File: src/rtl/dmaRegPkg.sv
package dmaRegPkg;
  localparam int RUN_B   = 15;
  localparam int PAUSE_B = 14;
  localparam int FLUSH_B = 13;
  localparam int WAKE_B  = 12;
  localparam int DEAD_B  = 11;
  localparam int ACT_B   = 10;
  localparam int BT_B    = 8;

  // status bits a control write may reach
  localparam logic [15:0] CTRL_WR_MASK = 16'hF0FF;

  localparam int WORD_W = 5;

  typedef enum logic [WORD_W-1:0] {
    W_CTRL    = 5'd0,
    W_STATUS  = 5'd1,
    W_CMDPTR  = 5'd2,
    W_IRQSEL  = 5'd3,
    W_BRSEL   = 5'd4,
    W_WAITSEL = 5'd5
  } regWord_e;

  typedef struct packed {
    logic ctrlWr;
    logic ptrWr;
    logic irqSelWr;
    logic brSelWr;
    logic waitSelWr;
  } chStrobe_t;

  localparam int STB_W = $bits(chStrobe_t);
endpackage

File: src/rtl/dmaRegDecode.sv
module dmaRegDecode
  import dmaRegPkg::*;
#(
  parameter int NUM_CH = 4,
  parameter int CH_W   = 2,
  parameter int ADDR_W = 9
) (
  input  logic                clk,
  input  logic                rstN,
  input  logic                wrEn,
  input  logic [ADDR_W-1:0]   addr,
  output chStrobe_t           strobes [NUM_CH],
  output logic [CH_W-1:0]     selCh,
  output logic [WORD_W-1:0]   selWord
);
  logic [1:0] unusedByteLane;
  logic [NUM_CH*STB_W-1:0] flatStb;

  assign selCh          = addr[ADDR_W-1:7];
  assign selWord        = addr[6:2];
  assign unusedByteLane = addr[1:0];

  for (genvar c = 0; c < NUM_CH; c++) begin : g_dec
    always_comb begin
      strobes[c] = '0;
      if (wrEn && selCh == CH_W'(c)) begin
        case (selWord)
          W_CTRL:    strobes[c].ctrlWr    = 1'b1;
          W_CMDPTR:  strobes[c].ptrWr     = 1'b1;
          W_IRQSEL:  strobes[c].irqSelWr  = 1'b1;
          W_BRSEL:   strobes[c].brSelWr   = 1'b1;
          W_WAITSEL: strobes[c].waitSelWr = 1'b1;
          default:   strobes[c] = '0;
        endcase
      end
    end
    assign flatStb[c*STB_W +: STB_W] = strobes[c];
  end


  single_target_chk: assert property (@(posedge clk) disable iff (!rstN)
    $onehot0(flatStb));


  idle_bus_chk: assert property (@(posedge clk) disable iff (!rstN)
    !wrEn |-> flatStb == '0);
endmodule

File: src/rtl/dmaChanRegs.sv
module dmaChanRegs
  import dmaRegPkg::*;
(
  input  logic        clk,
  input  logic        rstN,
  input  chStrobe_t   stb,
  input  logic [31:0] wrData,
  input  logic        killReq,
  output logic [15:0] status,
  output logic [31:0] cmdPtr,
  output logic [31:0] irqSel,
  output logic [31:0] brSel,
  output logic [31:0] waitSel,
  output logic        fetchStart,
  output logic        active
);
  logic [15:0] effMask;
  logic [15:0] merged;
  logic [15:0] derived;
  logic [15:0] statusNext;
  logic        ptrLocked;
  logic        ptrAccept;
  logic        startNext;

  assign effMask   = wrData[31:16] & CTRL_WR_MASK;
  assign merged    = (wrData[15:0] & effMask) | (status & ~effMask);
  assign ptrLocked = status[RUN_B] | status[ACT_B];
  assign ptrAccept = stb.ptrWr & ~ptrLocked;

  always_comb begin
    derived = merged;
    if (derived[WAKE_B]) derived[ACT_B] = 1'b1;
    if (derived[RUN_B]) begin
      derived[ACT_B]  = 1'b1;
      derived[DEAD_B] = 1'b0;
    end
    if (derived[PAUSE_B]) derived[ACT_B] = 1'b0;
    if (status[RUN_B] && !derived[RUN_B]) begin
      derived[ACT_B]  = 1'b0;
      derived[DEAD_B] = 1'b0;
    end
  end

  always_comb begin
    statusNext = stb.ctrlWr ? derived : status;
    if (killReq) begin
      statusNext[DEAD_B] = 1'b1;
      statusNext[ACT_B]  = 1'b0;
    end
  end

  assign startNext = ptrAccept | (stb.ctrlWr & derived[ACT_B] & ~killReq);

  always_ff @(posedge clk or negedge rstN) begin
    if (!rstN) begin
      status     <= '0;
      cmdPtr     <= '0;
      irqSel     <= '0;
      brSel      <= '0;
      waitSel    <= '0;
      fetchStart <= 1'b0;
    end else begin
      status     <= statusNext;
      fetchStart <= startNext;
      if (ptrAccept)     cmdPtr  <= {wrData[31:4], 4'h0};
      if (stb.irqSelWr)  irqSel  <= wrData;
      if (stb.brSelWr)   brSel   <= wrData;
      if (stb.waitSelWr) waitSel <= wrData;
    end
  end

  assign active = status[ACT_B];


  ptr_lock_chk: assert property (@(posedge clk) disable iff (!rstN)
    (stb.ptrWr && (status[RUN_B] || status[ACT_B])) |=> cmdPtr == $past(cmdPtr));


  ptr_fetch_chk: assert property (@(posedge clk) disable iff (!rstN)
    (stb.ptrWr && !status[RUN_B] && !status[ACT_B]) |=> fetchStart && cmdPtr[3:0] == 4'h0);


  fetch_src_chk: assert property (@(posedge clk) disable iff (!rstN)
    fetchStart |-> $past(stb.ctrlWr || stb.ptrWr));


  pause_idle_chk: assert property (@(posedge clk) disable iff (!rstN)
    status[PAUSE_B] |-> !status[ACT_B]);


  run_fall_chk: assert property (@(posedge clk) disable iff (!rstN)
    ($fell(status[RUN_B]) && !$past(killReq)) |-> !status[ACT_B] && !status[DEAD_B]);


  kill_chk: assert property (@(posedge clk) disable iff (!rstN)
    killReq |=> status[DEAD_B] && !status[ACT_B] && !fetchStart);


  bt_hold_chk: assert property (@(posedge clk) disable iff (!rstN)
    stb.ctrlWr |=> status[BT_B] == $past(status[BT_B]));
endmodule

File: src/rtl/dmaChanCtrlRegs.sv
module dmaChanCtrlRegs
  import dmaRegPkg::*;
#(
  parameter  int NUM_CH = 4,
  localparam int CH_W   = (NUM_CH > 1) ? $clog2(NUM_CH) : 1,
  localparam int ADDR_W = 7 + CH_W
) (
  input  logic              clk,
  input  logic              rstN,
  input  logic              wrEn,
  input  logic [ADDR_W-1:0] addr,
  input  logic [31:0]       wrData,
  output logic [31:0]       rdData,
  input  logic [NUM_CH-1:0] killReq,
  output logic [NUM_CH-1:0] fetchStart,
  output logic [NUM_CH-1:0] chActive
);
  chStrobe_t         strobes   [NUM_CH];
  logic [CH_W-1:0]   selCh;
  logic [WORD_W-1:0] selWord;
  logic [15:0]       statusArr [NUM_CH];
  logic [31:0]       ptrArr    [NUM_CH];
  logic [31:0]       irqArr    [NUM_CH];
  logic [31:0]       brArr     [NUM_CH];
  logic [31:0]       waitArr   [NUM_CH];

  dmaRegDecode #(.NUM_CH(NUM_CH), .CH_W(CH_W), .ADDR_W(ADDR_W)) decode_i (
    .clk(clk), .rstN(rstN), .wrEn(wrEn), .addr(addr),
    .strobes(strobes), .selCh(selCh), .selWord(selWord)
  );

  for (genvar c = 0; c < NUM_CH; c++) begin : g_ch
    dmaChanRegs chan_i (
      .clk(clk), .rstN(rstN), .stb(strobes[c]), .wrData(wrData),
      .killReq(killReq[c]), .status(statusArr[c]), .cmdPtr(ptrArr[c]),
      .irqSel(irqArr[c]), .brSel(brArr[c]), .waitSel(waitArr[c]),
      .fetchStart(fetchStart[c]), .active(chActive[c])
    );
  end

  always_comb begin
    rdData = '0;
    case (selWord)
      W_STATUS:  rdData = {16'h0, statusArr[selCh]};
      W_CMDPTR:  rdData = ptrArr[selCh];
      W_IRQSEL:  rdData = irqArr[selCh];
      W_BRSEL:   rdData = brArr[selCh];
      W_WAITSEL: rdData = waitArr[selCh];
      default:   rdData = '0;
    endcase
  end


  ctrl_read_zero_chk: assert property (@(posedge clk) disable iff (!rstN)
    (selWord == W_CTRL) |-> rdData == 32'h0);


  reset_idle_chk: assert property (@(posedge clk) disable iff (!rstN)
    $rose(rstN) |-> fetchStart == '0);
endmodule

File: config.mk
export PLATFORM = sky130hd
export DESIGN_NAME = dmaChanCtrlRegs
export DESIGN_NICKNAME = d
export VERILOG_FILES = /design/src/rtl/dmaRegPkg.sv /design/src/rtl/dmaRegDecode.sv /design/src/rtl/dmaChanRegs.sv /design/src/rtl/dmaChanCtrlRegs.sv
export SDC_FILE = /design/constraint.sdc
export NUM_CORES = 1
export LEC_CHECK = 0
export BUFFER_PORTS_ARGS = -buffer_cell sky130_fd_sc_hd__buf_2
export CAP_MARGIN = 20
export CORE_MARGIN = 8
export CORE_UTILIZATION = 55
export CTS_BUF_LIST = sky130_fd_sc_hd__clkbuf_8
export CTS_CLUSTER_DIAMETER = 30
export CTS_CLUSTER_SIZE = 28
export DETAILED_ROUTE_END_ITERATION = 10
export PLACE_DENSITY = 0.72
export RECOVER_POWER = 50
export SLEW_MARGIN = 20
export SYNTH_ARGS = -nofsm -noshare
export SYNTH_HDL_FRONTEND = slang
export SYNTH_SLANG_ARGS = --single-unit
File: constraint.sdc
create_clock -name clk -period 5.68 [get_ports clk]
set_input_delay 0.852 -clock clk [delete_from_list [all_inputs] [get_ports clk]]
set_output_delay 0.852 -clock clk [all_outputs]
set_load 0.01 [all_outputs]
# [Word-level counts from Yosys, hierarchy flattened]
# Cells that the tools add are included.
[op_classes] mux=49 eq_ne=8 n_lt_le_gt_ge=1 bitwise=39 reduce_logical=18
[op_table] op="32-bit binary-select mux with 2-bit select" count=4
[op_table] op="32-bit two-way mux" count=8
[op_table] op="32-bit one-hot mux with 5 select lines" count=1
[op_table] op="16-bit bitwise AND" count=5
[op_table] op="16-bit bitwise OR" count=4
[op_table] op="12-bit two-way mux" count=4
[op_table] op="16-bit binary-select mux with 2-bit select" count=1
[op_table] op="16-bit two-way mux" count=2
[op_table] op="2-bit two-way mux" count=12
[op_table] op="5-bit two-way mux" count=4
[op_table] op="16-bit inverter" count=1
[op_table] op="1-bit two-way mux" count=13
[op_table] op="1-bit bitwise AND" count=12
[op_table] op="5-bit by 2-bit == test with 1-bit output, second input constant" count=2
[op_table] op="5-bit by 3-bit == test with 1-bit output, second input constant" count=2
[op_table] op="1-bit logical AND" count=8
[op_table] op="1-bit inverter" count=8
[op_table] op="1-bit bitwise OR" count=8
[op_table] op="2-bit nonzero test" count=4
[op_table] op="5-bit by 1-bit == test with 1-bit output, second input constant" count=1
[op_table] op="5-bit logical NOT" count=1
[op_table] op="2-bit == test, second input constant" count=2
[op_table] op="1-bit logical NOT" count=4
[op_table] op="3-bit >= comparator, second input constant" count=1
[op_table] op="other kinds (3)" count=3
[totals] wordCells=143 reg_bits=564 output_inout_bits=40

# [Depth between registers and ports, before layout]
# Gate-level depths: netlist of run 1.
[depth] ltp_word=10 depth_mapped=6

# [By module]
# A second synthesis of run 1 with hierarchy kept.
[hier_totals] cells_unflattened=1666 hier_area_um2=26001.2
[by_module_without_submodules] mod="dmaChanRegs" n_inst=4 cells_each=328 area_each_um2=5352.6
[by_module_without_submodules] mod="dmaChanCtrlRegs" n_inst=1 cells_each=313 area_each_um2=4316.6
[by_module_without_submodules] mod="dmaRegDecode" n_inst=1 cells_each=41 area_each_um2=274.0

# [Least setup slack after synthesis of run 1]
# No wires, ideal clock.
[synth_path] path_type="input to output" from="input port addr[7]" to="output port rdData[11]" t_required_ps=4828 cell_stages=6 t_arrival_ps=2374 path_slack_ps=2454 path_cell_list="buf_2 > clkbuf_1 > buf_2 > mux4_2 > a22oi_1 > nand3_1"
[synth_between] elab_chain_cells=5 word_cells_on_any_way=17 cone_classes="mux: 16; bitwise: 1"
[synth_rtl] item="from (decl)" line="dmaChanCtrlRegs.sv:11" text="input logic [ADDR_W-1:0] addr,"
[synth_rtl] item="2-bit inverter with 3-bit output (not written as such) *"
[synth_rtl] item="32-bit binary-select mux with 2-bit select, or another cell as far along" line="dmaChanCtrlRegs.sv:48" text="W_WAITSEL: rdData = waitArr[selCh];"
[synth_rtl] item="32-bit two-way mux (not written as such), or another cell as far along (2 in a row)" line="dmaChanCtrlRegs.sv:48"
[synth_rtl] item="32-bit one-hot mux with 5 select lines *" line="dmaChanCtrlRegs.sv:43" text="case (selWord)"
[synth_rtl] item="to (decl)" line="dmaChanCtrlRegs.sv:13" text="output logic [31:0] rdData,"
# Every way passes the cells marked *; elsewhere a longest branch is shown, timed or not. The select of a mux whose other input is x is not followed.

# [Worst setup path after layout of run 1]
[layout_path] from="input port addr[6]" to="output port rdData[18]"
[layout_between] elab_chain_cells=2 word_cells_on_any_way=6 cone_classes="eq/ne: 5; mux: 1"
[layout_rtl] item="5-bit by 3-bit == test with 1-bit output, or another cell as far along" line="dmaChanCtrlRegs.sv:43"
[layout_rtl] item="32-bit one-hot mux with 5 select lines *" line="dmaChanCtrlRegs.sv:43"
# Every way passes the cells marked *; elsewhere a longest branch is shown, timed or not.

==> results of run 1 <==
[power by group through the flow]
stage / clock network, W / logic, W / registers (W)
2_1_floorplan: 0 / 0.000550 / 0.00443
3_3_place_gp: 0 / 0.000734 / 0.00445
3_5_place_dp: 0 / 0.000764 / 0.00448
4_1_cts: 0.00526 / 0.000767 / 0.00441
5_1_grt: 0.00547 / 0.000824 / 0.00445
6_report: 0.00518 / 0.000754 / 0.00441
[metal layers]
| layer | track usage | wire, um | vias up |
|---|---|---|---|
| li1 | - | - | 6277 |
| met2 | 0.362 | 29000 | 443 |
| met4 | 0.0847 | 1750 | 0 |
| met1 | 0.334 | 27400 | 7908 |
| met3 | 0.0437 | 3190 | 132 |
| met5 | 0 | 0 | - |
[cells in the final DEF, fill, tap and decap left out, types with 2 or more instances in the layout]
cell type,synthesis,layout
o21ai_0,8,8
a21o_1,4,4
nand2_1,94,90
bufinv_16,0,23
and2_1,3,2
mux2_1,18,18
a31o_2,4,4
inv_6,0,7
inv_1,8,18
clkinv_4,0,4
and3b_1,3,2
dfrtp_1,556,556
a22oi_1,64,64
clkinv_2,0,9
o41ai_1,4,4
nand3_1,14,14
mux2_2,526,526
and3_1,10,6
or2_2,4,4
clkinvlp_4,0,27
clkbuf_1,70,10
buf_12,0,6
mux4_2,138,138
and3_2,0,4
nand2_2,4,8
buf_4,19,27
buf_2,63,73
nor2_1,6,6
nor2b_1,4,4
clkbuf_8,0,136
a2111oi_0,4,4
[stage by stage]
| step | utilization | instances |
|---|---|---|
| after global placement | 0.575 | 2200 |
| after detailed placement | 0.575 | 2200 |
| final | 0.639 | 2417 |
| after floorplan | - | 1643 |
| after CTS | 0.640 | 2416 |
| after global routing | 0.639 | 2416 |
[critical path: cells and delay by family]
family / cells / cell delay (ps)
AO/OA/AOI/OAI: 1 / 150
AND/OR/NAND/NOR: 3 / 2050
buffers and inverters: 3 / 740
[area by class of cell]
class                   instances  area (sq um)
clock buffers                 136          1870
diodes                          1          2.50
inverters                       8          30.0
well taps                     600           751
flip-flops and latches        556         13900
multi-input cells             917         10600
fillers                      3289         16400
repair buffers                119           757
clock inverters                80          1070
[path summary, 6_finish.rpt]
kind	from	end	slack [ps]	depth (start not counted)
worst max-delay path	addr[6]	rdData[18]	1020	7
worst min-delay path	killReq[3]	g_ch[3].chan_i.status[11]	420	2
worst max register to register	g_ch[1].chan_i.status[15]	g_ch[1].chan_i.cmdPtr[29]	3610	3
worst min register to register	g_ch[0].chan_i.status[11]	g_ch[0].chan_i.status[11]	480	1
max in group asynchronous	rstN	g_ch[1].chan_i.waitSel[18]	2700	2
min in group asynchronous	rstN	g_ch[3].chan_i.waitSel[10]	1080	1
[sequential cells by signal (all words and copies together), names as in the netlist, named ones only]
name                    count
g_ch.chan_i.irqSel        128
g_ch.chan_i.fetchStart      4
g_ch.chan_i.status         20
g_ch.chan_i.waitSel       128
g_ch.chan_i.cmdPtr        112
g_ch.chan_i.brSel         128
[cells by family (layout without fill, tap and decap cells)]
kind of cell,Yosys count,in the layout,synth area share
DFF,556,556,0.550
AOI/OAI and AO/OA,88,88,0.0259
other,0,1,0
muxes,682,682,0.365
and+or+nand+nor,147,147,0.0270
buffers and inverters,170,343,0.0312
==> run_results.csv, run 1 <==
group,metric,value,unit
timing,maxSlewViolCount,125,
finish,final_nets,1766,
routing,drt-wirelength-per-cell,25.4,um
floorplanning,die_y,230,um
global_route,grt_usage,0.235,
clocking,cts_root_buffer,"clkbuf_8",
placement,routabilityCongestion,0.835,
timing,setup_viol,0,
timing,fmax,0.215,GHz
yosys,ys_ff_latch,556,
floorplanning,ios,88,
power,switching_share,0.231,
global_route,grt_overflow_total,0,
finish,final_cell_area,29000,sq um
global_route,grt_pass1_wl,96100,um
placement,portBuffers,85,
clocking,clk_path_buf_depth,3,
yosys,yosysMostFrequentCell,"dfrtp_1",
yosys,seq_area_frac_synth,0.550,
clocking,clock_latency,700,ps
power,p_leak,14.0,nW
clocking,hold_buffers,0,
min_path,holdCritPathClass,"in2reg",
power,power_frac_seq,0.426,
clocking,cts_resized,0,
yosys,synth_cell_type_count,29,
yosys,synth-edff-count,0,
yosys,syn_inst,1643,
setup_path,crit_chain,"clkbuf_1 > nor4b_1 > and2_0 > buf_4 > a22oi_1 > nand2_1 > buf_2",
global_route,antenna_found_initial,1,
status,violations,"capacitance limit, slew limit",
timing,setup-tns-final,0,ps
clocking,ctsHtreeMaxLevel,3,
timing,holdWs,415,ps
timing,finClkSkew,21.2,ps
clocking,numCtsBuffers,116,
floorplanning,fp.dieW,230,um
routing,firstDrtPassIters,5,
timing,rsz0062_at_grt,"false",
timing,fin_ws,1020,ps
setup_path,cp_slowest_cell,"and2_0",
clocking,cts_tree,"done",
status,run_status,"complete, but fails checks",
finish,syn2layout_area_growth,14.7,%
yosys,synth_top_area_share,0.550,
routing,drt_iter0_markers,1096,
clocking,postCtsSetupRepairBufs,0,
finish,drive_gt1_frac,0.552,
placement,place_area,26100,sq um
setup_path,crit_fanout,19,
setup_path,worstPathArrival,3810,ps
timing,worstMarginPinSlew,2870,ps
routing,drt-total-wl,61300,um
yosys,synth_warnings,0,
setup_path,crit_path_max_incr_delay,1540,ps
clocking,clk_pin_slew,60,ps
yosys,yosys.area.top_type,"dfrtp_1",
yosys,syn_area_per_cell,15.4,sq um
yosys,synth_top_flop_cell,"dfrtp_1",
timing,period_needed,4660,ps
floorplanning,rows,78,
global_route,grt_pass1_vias,15900,
setup_path,startpoint_type,"primary input",
routing,ant_nets,0,
yosys,ys_top_cells_by_count,"dfrtp_1, mux2_2, mux4_2",
yosys,syn_nets,1691,
timing,finalHoldViolCount,0,
routing,vias,14800,
timing,final.period_utilization,0.821,
power,powerDensity,357,nW/um^2
routing,drc,0,
flow_run,cap_violations,2,
setup_path,crit_path_end_kind,"output port",
power,finalPower,0.0103,W
placement,dp_hpwl,35600,um
clocking,cts_sinks,556,
power,clkPwrFrac,0.501,
placement,dp_slack,1740,ps
yosys,async_flop_share,1.00,
floorplanning,core,45400,sq um
yosys,netlist_area,25300,sq um
power,vdd_drop_max,0.000234,V
yosys,synthTopCellsByArea,"dfrtp_1, mux2_2, mux4_2",
global_route,grt_max_degree,157,
setup_path,worstPathRequired,4830,ps
routing,via_per_inst,6.11,
setup_path,worstSetupPathType,"in2out",
timing,slew_headroom,-0.915,
power,pwr-share-comb,0.073,
floorplanning,start_util,0.557,
floorplanning,die_area,53100,sq um
power,p_switching,0.00239,W
power,p_int,0.00796,W
(Power assumes the default switching activity.)
==> run 2: changes to the inputs <==
--- a/config.mk
+++ b/config.mk
@@ -5,6 +5,7 @@
 export SDC_FILE = /design/constraint.sdc
 export NUM_CORES = 1
 export LEC_CHECK = 0
+export ABC_AREA = 1
 export BUFFER_PORTS_ARGS = -buffer_cell sky130_fd_sc_hd__buf_2
 export CAP_MARGIN = 20
 export CORE_MARGIN = 8
@@ -13,7 +14,7 @@
 export CTS_CLUSTER_DIAMETER = 30
 export CTS_CLUSTER_SIZE = 28
 export DETAILED_ROUTE_END_ITERATION = 10
-export PLACE_DENSITY = 0.72
+export PLACE_DENSITY = 0.75
 export RECOVER_POWER = 50
 export SLEW_MARGIN = 20
 export SYNTH_ARGS = -nofsm -noshare
==> constraint.sdc (replaced) <==
create_clock -name clk -period 4.05 [get_ports clk]
set_input_delay 0.6075 -clock clk [delete_from_list [all_inputs] [get_ports clk]]
set_output_delay 0.6075 -clock clk [all_outputs]
set_load 0.01 [all_outputs]
==> run_results.csv, run 2 <==
group,metric,value,unit
status,run_status,"complete, but fails checks",
status,violations,"capacitance limit, slew limit",
routing,ant_nets,0,
setup_path,startpoint_type,"primary input",
routing,firstDrtPassIters,6,
yosys,synthTopCellsByArea,"dfrtp_1, nand2_1, o21ai_0",
power,p_leak,14.9,nW
finish,drive_gt1_frac,0.103,
yosys,synth_top_area_share,0.546,
yosys,syn_nets,3431,
placement,place_area,26400,sq um
global_route,grt_usage,0.280,
yosys,netlist_area,25500,sq um
setup_path,cp_slowest_cell,"clkinv_1",
floorplanning,rows,79,
timing,period_needed,3350,ps
setup_path,crit_chain,"buf_2 > nor2_1 > nand2_1 > nor2_4 > clkinv_1 > nor2_1 > nor2_1 > nand2_1 > buf_2",
min_path,min_from,"killReq[2]",
finish,mostFrequentLayoutCells,"nand2_1, dfrtp_1, o21ai_0",
timing,setup_viol,0,
min_path,min_path_cells,3,
yosys,synth_warnings,0,
floorplanning,ios,88,
min_path,min_to,"g_ch[2].chan_i.status[11]",
clocking,cts_sinks,556,
finish,n_fill_cell,3912,
timing,maxSlewViolCount,146,
global_route,grt_pass1_vias,22100,
timing,final.period_utilization,0.826,
yosys,syn_inst,3383,
setup_path,worstPathRequired,3440,ps
yosys,synth-edff-count,0,
global_route,grt_pass1_wl,120000,um
finish,final_common_cell,"nand2_1",
routing,via_per_inst,5.55,
yosys,yosysMostFrequentCell,"nand2_1",
setup_path,worstPathArrival,2740,ps
finish,syn2layout_area_growth,14.4,%
setup_path,critPathMostFrequentCell,"nor2_1",
clocking,clock_latency,730,ps
yosys,ys_ff_latch,556,
clocking,ctsHtreeMaxLevel,3,
finish,final_nets,3455,
timing,setup-tns-final,0,ps
clocking,numCtsBuffers,114,
min_path,holdCritPathClass,"in2reg",
setup_path,crit_path_max_incr_delay,550,ps
floorplanning,die_area,53500,sq um
power,vdd_drop_max,0.000450,V
setup_path,crit_path_end_kind,"output port",
finish,reg_top3,"g_ch.chan_i.brSel: 128 flops, g_ch.chan_i.irqSel: 128 flops, g_ch.chan_i.waitSel: 128 flops",
routing,vias,22800,
global_route,grt_overflow_total,0,
timing,worstMarginPinSlew,2990,ps
global_route,grt_max_degree,106,
timing,fmax,0.299,GHz
global_route,antenna_found_initial,1,
clocking,hold_buffers,1,
clocking,cts_root_buffer,"clkbuf_8",
clocking,cts_resized,0,
clocking,clk_path_buf_depth,3,
placement,portBuffers,85,
floorplanning,start_util,0.552,
yosys,synth_cell_type_count,20,
timing,slew_headroom,-0.994,
routing,drt_iter0_markers,2243,
setup_path,r2r-start,"g_ch[3].chan_i.status[10]",
setup_path,reg2reg_depth,4,
yosys,synth_top_flop_cell,"dfrtp_1",
timing,rsz0062_at_grt,"false",
yosys,async_flop_share,1.00,
clocking,postCtsSetupRepairBufs,0,
floorplanning,core,46200,sq um
routing,drt-wirelength-per-cell,18.0,um
yosys,ys_top_cells_by_count,"nand2_1, dfrtp_1, o21ai_0",
timing,finalHoldViolCount,0,
clocking,cts_tree,"done",
setup_path,crit_fanout,13,
yosys,yosys.area.top_type,"dfrtp_1",
yosys,syn_area_per_cell,7.54,sq um
finish,final_cell_area,29200,sq um
yosys,seq_area_frac_synth,0.546,
setup_path,worstSetupPathType,"in2out",
setup_path,reg2reg_slack,1970,ps
flow_run,cap_violations,2,
power,powerDensity,485,nW/um^2
setup_path,worstReg2RegEnd,"g_ch[3].chan_i.cmdPtr[24]",
placement,routabilityCongestion,0.839,
routing,drc,0,
clocking,clk_pin_slew,50,ps
timing,finClkSkew,33.4,ps
routing,drt-total-wl,74200,um
floorplanning,die_y,231,um
floorplanning,fp.dieW,231,um
placement,dp_hpwl,42500,um
run 2: worst max path at each step:
stage	endpoint	cells after the start	startpoint	slack [ps]
after floorplan	rdData[18]	12	addr[7]	1720
after global placement	rdData[14]	9	addr[6]	760
after detailed placement	g_ch[1].chan_i.waitSel[31]	9	addr[7]	640
after CTS	rdData[14]	9	addr[6]	760
after global routing	g_ch[1].chan_i.waitSel[14]	3	rstN	440
final	rdData[14]	9	addr[6]	700
run 2: worst max-delay path, delay by kind of cell:
kind          cells  cell delay [ps]
buf+inv           3              850
simple gates      6             1260
run 2: cell type report:
cell class / count / area [sq um] / share of cell area
clock inverters: 81 / 956 / 0.0328
clock buffers: 132 / 1820 / 0.0623
diodes: 2 / 5.00 / 0.000172
multi-input cells: 2480 / 10300 / 0.351
repair buffers: 142 / 1040 / 0.0356
inverters: 113 / 432 / 0.0148
flip-flops and latches: 556 / 13900 / 0.477
well taps: 607 / 759 / 0.0260
run 2: routing by layer:
metal / vias up / part of all wire / GRT usage
li1: 10700 / - / -
met1: 10900 / 0.41 / 0.365
met2: 1050 / 0.46 / 0.454
met3: 201 / 0.088 / 0.0560
met4: 0 / 0.038 / 0.120
met5: - / 0 / 0
run 2: stage by stage:
step / cells / power (W) / utilization / hold WS, ps / worst slack (ps)
final: 4113 / 0.0141 / 0.632 / 135 / 704
after global routing: 4111 / 0.0147 / 0.632 / 120 / 440
after CTS: 4111 / 0.0142 / 0.633 / 87.3 / 757
after detailed placement: 3897 / 0.00735 / 0.572 / 468 / 638
after global placement: 3897 / 0.00728 / 0.572 / 457 / 759
after floorplan: 3383 / 0.00691 / - / 312 / 1720
run 2: logic make-up after synthesis:
kind of cell | after synthesis | share of synthesized area
simple gates | 1923 | 0.290
compound gates | 557 | 0.110
flops | 556 | 0.546
buf+inv | 347 | 0.0542
run 2: power by group:
group | total [W] | internal [W] | switching (W)
logic | 0.00108 | 0.000346 | 0.000731
registers | 0.00619 | 0.00597 | 0.000220
clock network | 0.00687 | 0.00421 | 0.00266
